## src/rtl/lsd_pkg.sv

```systemverilog
package lsd_pkg;

    localparam int ADDR_W = 16;
    localparam int PAY_W  = 16;

    typedef enum logic [1:0] {
        ST_IDLE    = 2'd0,
        ST_CAPTURE = 2'd1,
        ST_STREAM  = 2'd2
    } lsd_state_e;

    typedef struct packed {
        logic taken;
        logic call_ret;
        logic push;
        logic pop;
        logic chunk_start;
        logic resident;
    } uop_flags_t;

    typedef struct packed {
        logic [PAY_W-1:0] payload;
    } entry_t;

    function automatic logic is_backward(input logic [ADDR_W-1:0] pc,
                                         input logic [ADDR_W-1:0] tgt);
        return tgt <= pc;
    endfunction

endpackage

```

## src/rtl/lsd_detect.sv

```systemverilog
module lsd_detect
    import lsd_pkg::*;
(
    input  logic              clk,
    input  logic              rst,
    input  logic              clear,
    input  logic              sample,
    input  logic              taken,
    input  logic [ADDR_W-1:0] pc,
    input  logic [ADDR_W-1:0] target,
    output logic              arm,
    output logic [ADDR_W-1:0] cand_tgt
);

    logic cand_vld;
    logic back;

    always_comb begin
        back = sample && taken && is_backward(pc, target);
        arm  = back && cand_vld && (target == cand_tgt);
    end

    always_ff @(posedge clk) begin
        if (rst || clear) begin
            cand_vld <= 1'b0;
            cand_tgt <= '0;
        end else if (back && !arm) begin
            cand_vld <= 1'b1;
            cand_tgt <= target;
        end
    end

endmodule

```

## src/rtl/lsd_rules.sv

```systemverilog
module lsd_rules
    import lsd_pkg::*;
#(
    parameter int DEPTH      = 64,
    parameter int MAX_TAKEN  = 8,
    parameter int MAX_CHUNKS = 8,
    parameter int CNT_W      = $clog2(DEPTH + 2)
) (
    input  logic             clk,
    input  logic             rst,
    input  logic             start,
    input  logic             acc,
    input  uop_flags_t       fl,
    output logic [CNT_W-1:0] n_uop,
    output logic             qualify,
    output logic             overflow
);

    logic [CNT_W-1:0] n_taken, n_chunk;
    logic [CNT_W:0]   bal;
    logic             bad;

    logic [CNT_W-1:0] nu, nt, nc;
    logic [CNT_W:0]   nb;
    logic             nbad;

    always_comb begin
        nu   = n_uop + CNT_W'(1);
        nt   = n_taken + CNT_W'(fl.taken);
        nc   = n_chunk + CNT_W'(fl.chunk_start || (n_uop == '0));
        nb   = bal + (CNT_W+1)'(fl.push) - (CNT_W+1)'(fl.pop);
        nbad = bad || fl.call_ret || !fl.resident;
        qualify = (nu <= CNT_W'(DEPTH)) && (nt <= CNT_W'(MAX_TAKEN)) &&
                  (nc <= CNT_W'(MAX_CHUNKS)) && (nb == '0) && !nbad;
        overflow = nu > CNT_W'(DEPTH);
    end

    always_ff @(posedge clk) begin
        if (rst || start) begin
            n_uop   <= '0;
            n_taken <= '0;
            n_chunk <= '0;
            bal     <= '0;
            bad     <= 1'b0;
        end else if (acc) begin
            n_uop   <= nu;
            n_taken <= nt;
            n_chunk <= nc;
            bal     <= nb;
            bad     <= nbad;
        end
    end

endmodule

```

## src/rtl/lsd_buffer.sv

```systemverilog
module lsd_buffer
    import lsd_pkg::*;
#(
    parameter int DEPTH = 64,
    parameter int IDX_W = $clog2(DEPTH)
) (
    input  logic             clk,
    input  logic             rst,
    input  logic             we,
    input  logic [IDX_W-1:0] waddr,
    input  entry_t           wdata,
    input  logic             lock,
    input  logic [IDX_W-1:0] last_idx,
    input  logic             advance,
    output entry_t           rdata,
    output logic             last_hit
);

    entry_t           mem [DEPTH];
    logic [IDX_W-1:0] rd_ptr;
    logic [IDX_W-1:0] last_ptr;

    always_ff @(posedge clk) begin
        if (we) begin
            mem[waddr] <= wdata;
        end
    end

    always_ff @(posedge clk) begin
        if (rst) begin
            rd_ptr   <= '0;
            last_ptr <= '0;
        end else if (lock) begin
            rd_ptr   <= '0;
            last_ptr <= last_idx;
        end else if (advance) begin
            rd_ptr <= (rd_ptr == last_ptr) ? '0 : rd_ptr + IDX_W'(1);
        end
    end

    always_comb begin
        rdata    = mem[rd_ptr];
        last_hit = (rd_ptr == last_ptr);
    end

endmodule

```

## src/rtl/lsd_top.sv

```systemverilog
module lsd_top
    import lsd_pkg::*;
#(
    parameter int DEPTH      = 64,
    parameter int MAX_TAKEN  = 8,
    parameter int MAX_CHUNKS = 8
) (
    input  logic              clk,
    input  logic              rst,
    input  logic              in_valid,
    input  logic [ADDR_W-1:0] in_pc,
    input  logic [ADDR_W-1:0] in_target,
    input  logic [PAY_W-1:0]  in_payload,
    input  logic              in_taken,
    input  logic              in_call_ret,
    input  logic              in_push,
    input  logic              in_pop,
    input  logic              in_chunk_start,
    input  logic              in_resident,
    input  logic              mispredict,
    input  logic              flush,
    output logic              out_valid,
    output logic [PAY_W-1:0]  out_payload,
    output logic              out_last,
    output logic              fe_sleep
);

    localparam int CNT_W = $clog2(DEPTH + 2);
    localparam int IDX_W = $clog2(DEPTH);

    lsd_state_e        state, state_nx;
    logic              normal, sample, acc, close, lock, reject;
    logic              arm, qualify, overflow, last_hit;
    logic [ADDR_W-1:0] cand_tgt;
    logic [CNT_W-1:0]  cap_cnt;
    uop_flags_t        flags;
    entry_t            wentry, rentry;

    always_comb begin
        flags.taken       = in_taken;
        flags.call_ret    = in_call_ret;
        flags.push        = in_push;
        flags.pop         = in_pop;
        flags.chunk_start = in_chunk_start;
        flags.resident    = in_resident;
        wentry.payload    = in_payload;

        normal = in_valid && !flush && !mispredict;
        sample = normal && (state == ST_IDLE);
        acc    = normal && (state == ST_CAPTURE);
        close  = acc && in_taken && is_backward(in_pc, in_target) &&
                 (in_target == cand_tgt);
        lock   = close && qualify;
        reject = (close && !qualify) || (acc && !close && overflow);
    end

    always_comb begin
        state_nx = state;
        if (flush || mispredict) begin
            state_nx = ST_IDLE;
        end else begin
            unique case (state)
                ST_IDLE:    if (arm) state_nx = ST_CAPTURE;
                ST_CAPTURE: if (lock) state_nx = ST_STREAM;
                            else if (reject) state_nx = ST_IDLE;
                default:    state_nx = ST_STREAM;
            endcase
        end
    end

    always_ff @(posedge clk) begin
        if (rst) state <= ST_IDLE;
        else     state <= state_nx;
    end

    lsd_detect u_detect (
        .clk      (clk),
        .rst      (rst),
        .clear    (flush || reject),
        .sample   (sample),
        .taken    (in_taken),
        .pc       (in_pc),
        .target   (in_target),
        .arm      (arm),
        .cand_tgt (cand_tgt)
    );

    lsd_rules #(
        .DEPTH      (DEPTH),
        .MAX_TAKEN  (MAX_TAKEN),
        .MAX_CHUNKS (MAX_CHUNKS),
        .CNT_W      (CNT_W)
    ) u_rules (
        .clk      (clk),
        .rst      (rst),
        .start    (arm),
        .acc      (acc),
        .fl       (flags),
        .n_uop    (cap_cnt),
        .qualify  (qualify),
        .overflow (overflow)
    );

    lsd_buffer #(
        .DEPTH (DEPTH),
        .IDX_W (IDX_W)
    ) u_buffer (
        .clk      (clk),
        .rst      (rst),
        .we       (acc && (cap_cnt < CNT_W'(DEPTH))),
        .waddr    (cap_cnt[IDX_W-1:0]),
        .wdata    (wentry),
        .lock     (lock),
        .last_idx (cap_cnt[IDX_W-1:0]),
        .advance  ((state == ST_STREAM) && !flush && !mispredict),
        .rdata    (rentry),
        .last_hit (last_hit)
    );

    always_comb begin
        out_valid   = (state == ST_STREAM);
        fe_sleep    = (state == ST_STREAM);
        out_payload = out_valid ? rentry.payload : '0;
        out_last    = out_valid && last_hit;
    end

endmodule

```

## config.mk

```make
export PLATFORM = sky130hd
export DESIGN_NAME = lsd_top
export DESIGN_NICKNAME = d
export VERILOG_FILES = /design/src/rtl/lsd_pkg.sv /design/src/rtl/lsd_detect.sv /design/src/rtl/lsd_rules.sv /design/src/rtl/lsd_buffer.sv /design/src/rtl/lsd_top.sv
export SDC_FILE = /design/constraint.sdc
export NUM_CORES = 1
export LEC_CHECK = 0
export BUFFER_PORTS_ARGS = -buffer_cell sky130_fd_sc_hd__buf_2
export CAP_MARGIN = 20
export CORE_MARGIN = 8
export CORE_UTILIZATION = 50
export DETAILED_ROUTE_END_ITERATION = 6
export PLACE_DENSITY = 0.66
export RECOVER_POWER = 25
export SKIP_LAST_GASP = 1
export SYNTH_ARGS = -nofsm -noshare
export SYNTH_HDL_FRONTEND = slang
export SYNTH_SLANG_ARGS = --single-unit
```

## constraint.sdc

```tcl
create_clock -name clk -period 5.1 [get_ports clk]
set_clock_uncertainty 0.1 [all_clocks]
set_input_delay 0 -clock clk [delete_from_list [all_inputs] [get_ports clk]]
set_output_delay 0 -clock clk [all_outputs]
set_load 0.02 [all_outputs]
```

==> results of run 1 <==
-- cells in the mapped netlist, drive strengths merged (2+ instances only) --
cell,number
edfxtp,1024
mux4,336
nor2,114
dfxtp,67
clkbuf,62
buf,45
nand2,38
xnor2,34
ha,32
inv,29
a21oi,24
nor4,23
and2,19
mux2i,16
xor2,16
o21ai,15
nand3,14
nor3,14
nand4,13
a211oi,8
nand2b,8
nor2b,7
and3,6
nand4b,6
or3,5
a21o,4
nand3b,4
nor3b,4
o21bai,3
or3b,3
a21boi,2
o211ai,2
o21a,2
or2,2
-- cells in the final DEF, fill, tap and decap left out, drive strengths merged, types with 31 or more instances in the layout --
| cell type | netlist | layout |
|---|---|---|
| buf | 45 | 164 |
| clkbuf | 62 | 150 |
| clkinv | 0 | 56 |
| dfxtp | 67 | 67 |
| dlygate4sd3 | 0 | 64 |
| edfxtp | 1024 | 1024 |
| ha | 32 | 32 |
| inv | 29 | 31 |
| mux4 | 336 | 336 |
| nand2 | 38 | 38 |
| nor2 | 114 | 114 |
| xnor2 | 34 | 34 |
-- logic make-up after synthesis --
logic type | count (synthesis) | synth area share
adder cells (fa/ha/maj) | 34 | 0.00999
multiplexers | 352 | 0.179
buffers and inverters | 136 | 0.0137
XOR/XNOR | 50 | 0.0101
AO/OA/AOI/OAI | 72 | 0.0110
flip-flops | 1091 | 0.742
AND/OR/NAND/NOR | 282 | 0.0341
-- sequential cells by signal, indices dropped and copies added, names as in the netlist, named ones only --
name,cells
u_rules.bal,8
u_rules.bad,1
state,2
u_buffer.mem,1024
u_buffer.last_ptr,6
u_detect.cand_tgt,16
u_rules.n_taken,7
u_rules.n_chunk,7
u_buffer.rd_ptr,6
u_detect.cand_vld,1
u_rules.n_uop,7
-- through the flow --
stage / hold WS, ns / setup slack [ns]
6_report: 0.189 / 0.440
5_1_grt: 0.187 / 0.142
4_1_cts: 0.0262 / 0.558
3_5_place_dp: 0.113 / 1.10
3_3_place_gp: 0.105 / 1.25
2_1_floorplan: -0.0213 / 1.64
-- critical path: stages (launching register included) --
cell and delay [ns]:
dfxtp_1 0.44, or3_1 0.65, o21bai_1 0.24, ha_1 0.19, ha_1 0.22, nand3_1 0.17, xor2_1 0.17, nand3_1 0.09
or4_4 0.55, nor4_4 0.48, a21oi_4 0.30, nor4_1 0.39, dlygate4sd3_1 0.62
-- worst max path at each step --
stage	start	end	slack, ns
floorplan	u_rules.n_uop[3]	u_detect.cand_tgt[10]	1.64
global placement	u_rules.n_uop[3]	u_detect.cand_tgt[2]	1.25
detailed placement	u_rules.n_uop[3]	u_detect.cand_tgt[0]	1.10
CTS	u_rules.n_uop[3]	u_detect.cand_tgt[0]	0.56
global route	u_rules.n_uop[3]	u_detect.cand_tgt[0]	0.14
finish	u_rules.n_uop[3]	u_detect.cand_tgt[0]	0.44
-- power groups by stage --
| stage | Clock [mW] | Combinational, mW | Sequential [mW] |
|---|---|---|---|
| after floorplan | 0 | 0.0589 | 9.97 |
| after global placement | 0 | 0.216 | 9.97 |
| after detailed placement | 0 | 0.237 | 9.97 |
| after CTS | 7.87 | 0.258 | 9.78 |
| after global routing | 8.22 | 0.299 | 9.78 |
| final | 7.74 | 0.274 | 9.79 |
-- layer usage --
layer / wire length [µm] / GRT usage / vias to the layer above
met1: 39900 / 0.286 / 11200
met5: 0 / 0 / -
met3: 7490 / 0.0360 / 165
li1: - / - / 8899
met2: 48500 / 0.344 / 878
met4: 2570 / 0.0502 / 0
-- layout make-up --
| class | instances | area share |
|---|---|---|
| antenna | 2 | 0.000101 |
| clock buffer | 132 | 0.0577 |
| clock inverter | 70 | 0.0120 |
| inverter | 29 | 0.00219 |
| multi-input combinational | 790 | 0.213 |
| sequential | 1091 | 0.646 |
| tap | 1155 | 0.0291 |
| timing repair buffer | 246 | 0.0397 |
-- what timing repair did --
action	CTS	global route
buffers inserted	0	0
hold endpoints to repair	377	607
hold buffers	53	11
==> impl_summary.md, run 1 <==
Timing
The number of hold violations in the final report was 0. The fmax is 215 MHz. The count of final max-slew check failures is 407.

The final cycle utilization of the critical path is 0.914. Setup repair after global routing left no endpoint under its margin. The smallest clock period supported by the final layout is computed as 4.66 ns. For the final routed database, the setup TNS stands at 0 ns. The measured slew at the worst slew-check pin is 2.56 ns.

Setup violations remaining at the end of the flow were counted as 0. Measured against its own limit, the worst slew margin works out to -0.705.

Place
The cell count after placement is 3236. The placed standard-cell area is 45500 µm². The count of buffers from port buffering is 77. Routability-driven placement finished with a final weighted congestion of 0.792.

The post-DP HPWL is 57500 µm.

Yosys
Yosys mapped a number of flops with a built-in enable equal to 1024. The number of standard cells after synthesis is 2017. The total of warnings raised by yosys is 0. Among all flip-flop cells after synthesis, the most frequent one is edfxtp_1.

In this run the mean area of a mapped cell was 21.4 µm². The synthesized design contains 1091 register bits. Yosys attributes the largest share of cell area to edfxtp_1 (71%), mux4_2 (18%), dfxtp_1 (3.1%).

The async set-reset flop share out of synthesis is 0. The net count after synthesis is 2109. The top cell type's share of synthesized area is 0.711. The count of cell types in the netlist is 58.

The share of the Yosys chip area taken by registers is 0.742. The synthesized area is 43200 µm². Of all cell types, the one taking the most synthesized area is edfxtp_1.

Setup path
The kind of end point of the critical path is a flip-flop. The data arrival time at the worst-slack endpoint is 5.15 ns. The type of the setup path with the least slack is reg2reg.

For flop-to-flop paths, the worst setup slack is 0.44 ns. The start of the worst register-to-register path is u_rules.n_uop[3]. The data required time of the worst path is 5.59 ns. In this run the critical register-to-register path is captured at u_detect.cand_tgt[0]. The launching element type of the critical path is a flip-flop. The peak fanout along the critical path is 17. The worst reg2reg path depth is 12.

Worst hold path
The worst hold path was traced through 5 stages. The tightest min-delay check is of the in2reg type. The startpoint of the worst hold path is in_call_ret. The end point of the most critical hold path is u_rules.bad.

Outcome
The checks that failed: max-capacitance violations, max-slew violations. The flow ran to the end, but the final reports show violations.

Global routing
Summed over all layers, the global routing overflow is 0. The initial antenna violation count is 3. The number of global-route vias before repair is 22000. The first global-routing pass estimated 146000 µm of wire.

The pin count of the biggest net entering global routing is 65. The combined global-route utilization of all metal layers is 0.207.

Drt
The detailed-route DRC error count is 0. The count of antenna-violating nets left after detailed routing is 0. For this block, the initial DRC count from the detailed router was 2435. Dividing the detail-routed wire length by the instance count gives 28.0 µm. Before antenna repair, the detailed router went through 5 iterations.

The final layout contains routed wiring with a total length of 98400 µm. In the routed layout, each cell is associated on average with a via count of 6.00. For this block, the via count after detailed routing is 21100.

Floorplan
The region available for standard cell placement spans 86200 µm². For this configuration, the core starts out at a cell density of 0.501. The number of top-level pins is 78. The vertical extent of the die is 310 µm. The horizontal die dimension is 310 µm.

The row count is 108. The die area is 96100 µm².

Power
For this design the static power due to leakage is 15.4 nW. The fraction of power consumed by sequential logic is 0.550. The completed layout was analyzed and its total power is 17.8 mW.

The portion of total power attributed to the clock network is 0.435. Of the total power, combinational logic draws 0.015. The net switching component of the power is 3.44 mW. Of the total power, the share spent switching nets is 0.194.

The worst IR drop on VDD is 0.239 mV. The power per cell area is 358 nW/µm². The design internal power is 14.4 mW.

Layout
The growth of design area from synthesis to finish is 15.0%. Excluding fillers, the count of instances in the completed layout stands at 3515. After the last flow step, the layout net total stands at 2359. The multi-input combinational cells in the finished layout cover a total of 10600 µm². The area of all placed cells without fillers is 49700 µm². The sequential cell area is 32100 µm². The fraction of final layout cells sized beyond drive strength 1 is 0.298. Once layout is complete, the utilization of the core stands at 0.577. The filler cell count in the final layout is 6354.

CTS
The worst-case clock buffer depth is 3. Counting the buffers created by CTS gives 109. Once the clock tree was built, the resizer swapped 0 gates to a different size. The clock-pin slew on the worst setup and hold paths is 0.06 ns. The clock drives 1091 sinks. TritonCTS built the clock tree.

The clock latency at the later pin of the worst-skew pair is 0.65 ns. The maximum level of the CTS H-tree is 3. The clock root buffer is clkbuf_16.

Flow run
Max-cap violations in this run came to 8.
Note: power is estimated with default switching activity, not from simulation.
==> run 2: changes to the inputs <==
--- a/config.mk
+++ b/config.mk
@@ -10,7 +10,7 @@
 export CORE_MARGIN = 8
 export CORE_UTILIZATION = 50
 export DETAILED_ROUTE_END_ITERATION = 6
-export PLACE_DENSITY = 0.66
+export PLACE_DENSITY = 0.71
 export RECOVER_POWER = 25
 export SKIP_LAST_GASP = 1
 export SYNTH_ARGS = -nofsm -noshare
==> run 2 against run 1 <==
Routed wire length down 0.26%. Critical path depth did not move. Critical path type unchanged. Register-to-register slack improved by 0.12 ns. Clock-buffer cell count decreased by 5. The run still ends with max-capacitance violations, max-slew violations left. Combinational power grew 3%.
==> impl_summary.md, run 2 (synthesis gave the netlist of run 1 again) <==
Setup path
The launching element type of the critical path is a flip-flop. The slowest library cell on the worst path is or3_1. The number of cells on the critical path is 12.

The critical path is of the reg2reg type. The data required time of the worst path is 5.59 ns. The family with the most delay on the worst path is simple AND/OR/NAND/NOR gates. STA classifies the critical path endpoint as a flip-flop.

The data arrival time at the worst-slack endpoint is 5.03 ns. The worst reg2reg path depth is 12. The peak fanout along the critical path is 17. The maximum single-stage delay on the critical path is 0.62 ns. The sum of buffers and inverters on the critical path is 1. The critical path goes through or3_1, o21bai_1, ha_1, ha_1, nand3_1, xor2_1, nand3_1, or4_4, nor4_4, a21oi_4, nor4_1, dlygate4sd3_1.

Place
The cell count after placement is 3226. The post-DP HPWL is 54500 µm. Port buffering added 77 buffers.

Routability-driven placement finished with a final weighted congestion of 0.820.

Drt
The wire length on met2 is 49600 µm. The detailed-route DRC error count is 0. In this run the remaining antenna-violating nets after routing total 0.

For this block, wires on met1 add up to 37400 µm. The routed design uses 8290 µm of met3 wire. The first-iteration detailed-routing DRC count is 2104. The highest routing layer actually used is met5. Wires add up to 98200 µm. The total iterations of the first detailed-routing run is 5.

The detailed-route wire length per cell is 28.1 µm. Using the TritonRoute via totals, the vias-per-cell ratio works out to 6.02. The number of vias after detailed routing is 21100.

Power
Power spread over the standard cell area amounts to 358 nW/µm². Summed over all cells, the static leakage comes to 15.3 nW. The worst IR drop on VDD is 0.250 mV.

Layout
The most common library cell in the layout ignoring fill and taps is edfxtp_1. The finished layout holds 3499 standard cells, fillers aside. The area growth from synthesis to layout is 14.9%.

The flip-flop count of the largest register, all copies and words added is 1024. The most flop-heavy register is u_buffer.mem. The final-stage net count is 2347. Measured on the finished design, the core utilization comes to 0.576. In the layout the commonest cells are edfxtp_1 (1024), mux4_2 (336), nor2_1 (111). Of the cells placed in the final design, the portion with a size suffix greater than 1 is 0.289. The largest registers in the layout are u_buffer.mem: 1024 flops, u_detect.cand_tgt: 16 flops, u_rules.bal: 8 flops.

CTS
The worst-case clock buffer depth is 3. The clock-pin slew on the worst setup and hold paths is 0.06 ns. Counting every sink on the clock net gives 1091. TritonCTS built the clock tree.

The number of buffers added by the clock tree synthesis step is 103. The maximum level of the CTS H-tree is 3. The clock latency at the later pin of the worst-skew pair is 0.65 ns.

After clock tree synthesis, the flow added hold-fix buffers numbering 49. After clock tree synthesis, the repair step resized 0 gates. In this run the post-CTS setup repair buffer count came out at 0. The clock root buffer is clkbuf_16.

Timing
The count of final max-slew check failures is 399. The measured slew at the worst slew-check pin is 2.63 ns. Adding up every negative setup slack in the final design gives 0 ns. Final hold analysis gives a worst-case slack of 0.164 ns. Dividing the final minimum period by the clock period gives 0.891. The worst relative slew slack is -0.755.

Based on the critical path, the design can be clocked at up to 220 MHz. Setup violations remaining at the end of the flow were counted as 0. The number of hold violations in the final report is 0. The final critical delay including setup and external delays is 4.54 ns.

Setup repair after global routing left no endpoint under its margin.

Flow run
The number of max-cap violations is 8.

Global routing
The global-route wire length before repair is 142000 µm. The number of global-route vias before repair came to 21700. Entering global routing, the biggest net connects 126 pins. Global routing finished with a remaining overflow of 0.

Across every metal layer, demand over resource in global routing totals 0.203. The initial antenna violation count is 2.

Floorplan
In this run the standard cell core region covers 86200 µm². Measured along the y axis, the die boundary spans 310 µm. The floorplan has 108 rows. The horizontal die dimension is 310 µm.

The number of top-level pins is 78. For this configuration, the core starts out at a cell density of 0.501. The die area is 96100 µm².

Outcome
The run finished, with violations left. The checks that failed: max-capacitance violations, max-slew violations.

Worst hold path
The worst hold path was traced through 2 stages. The min-delay analysis places its worst path in the category in2reg.
==> run 2: worst paths after layout <==
check | startpoint | to | slack, ns
worst max register to register | u_rules.n_uop[3] | u_detect.cand_tgt[15] | 0.56
worst min-delay path | in_payload[1] | u_buffer.mem[59][1] | 0.16
worst max-delay path | u_rules.n_uop[3] | u_detect.cand_tgt[15] | 0.56
worst min register to register | u_rules.n_chunk[0] | u_rules.n_chunk[0] | 0.37
==> run 2: routing by layer <==
metal  GRT usage  vias to the layer above
li1            -                     8876
met2       0.340                      936
met3      0.0411                      161
met4      0.0567                        2
met1       0.271                    11100
met5           0                        -
==> run 2: area by class of cell <==
cell class | count | area [µm²]
Timing Repair Buffer | 240 | 2000
Clock buffer | 127 | 2730
Fill cell | 6209 | 36600
Multi-Input combinational cell | 790 | 10600
Sequential cell | 1091 | 32100
Tap cell | 1155 | 1450
Antenna cell | 3 | 7.51
Inverter | 29 | 109
Clock inverter | 64 | 703
==> run 2: stage by stage <==
step	area [µm²]	worst slack, ns	total power [mW]
floorplan	43200	1.64	10.0
global placement	45400	1.31	10.2
detailed placement	45400	1.10	10.2
CTS	49300	0.557	17.9
global route	49700	0.199	18.3
finish	49700	0.557	17.8
==> run 2: report_power, final <==
group	leakage (nW)	total [mW]	internal (mW)	switching (mW)
logic	3.92	0.282	0.0863	0.196
registers	9.74	9.78	9.78	0.000599
clock network	1.68	7.72	4.51	3.21
total	15.3	17.8	14.4	3.40
==> run 2: worst reg2reg max path, cell delays in order, from the launching register on <==
cell and delay [ns]:
dfxtp_1 0.44, or3_1 0.62, o21bai_1 0.23, ha_1 0.20
ha_1 0.22, nand3_1 0.17, xor2_1 0.17, nand3_1 0.09
or4_4 0.55, nor4_4 0.49, a21oi_4 0.31, nor4_1 0.30
dlygate4sd3_1 0.59
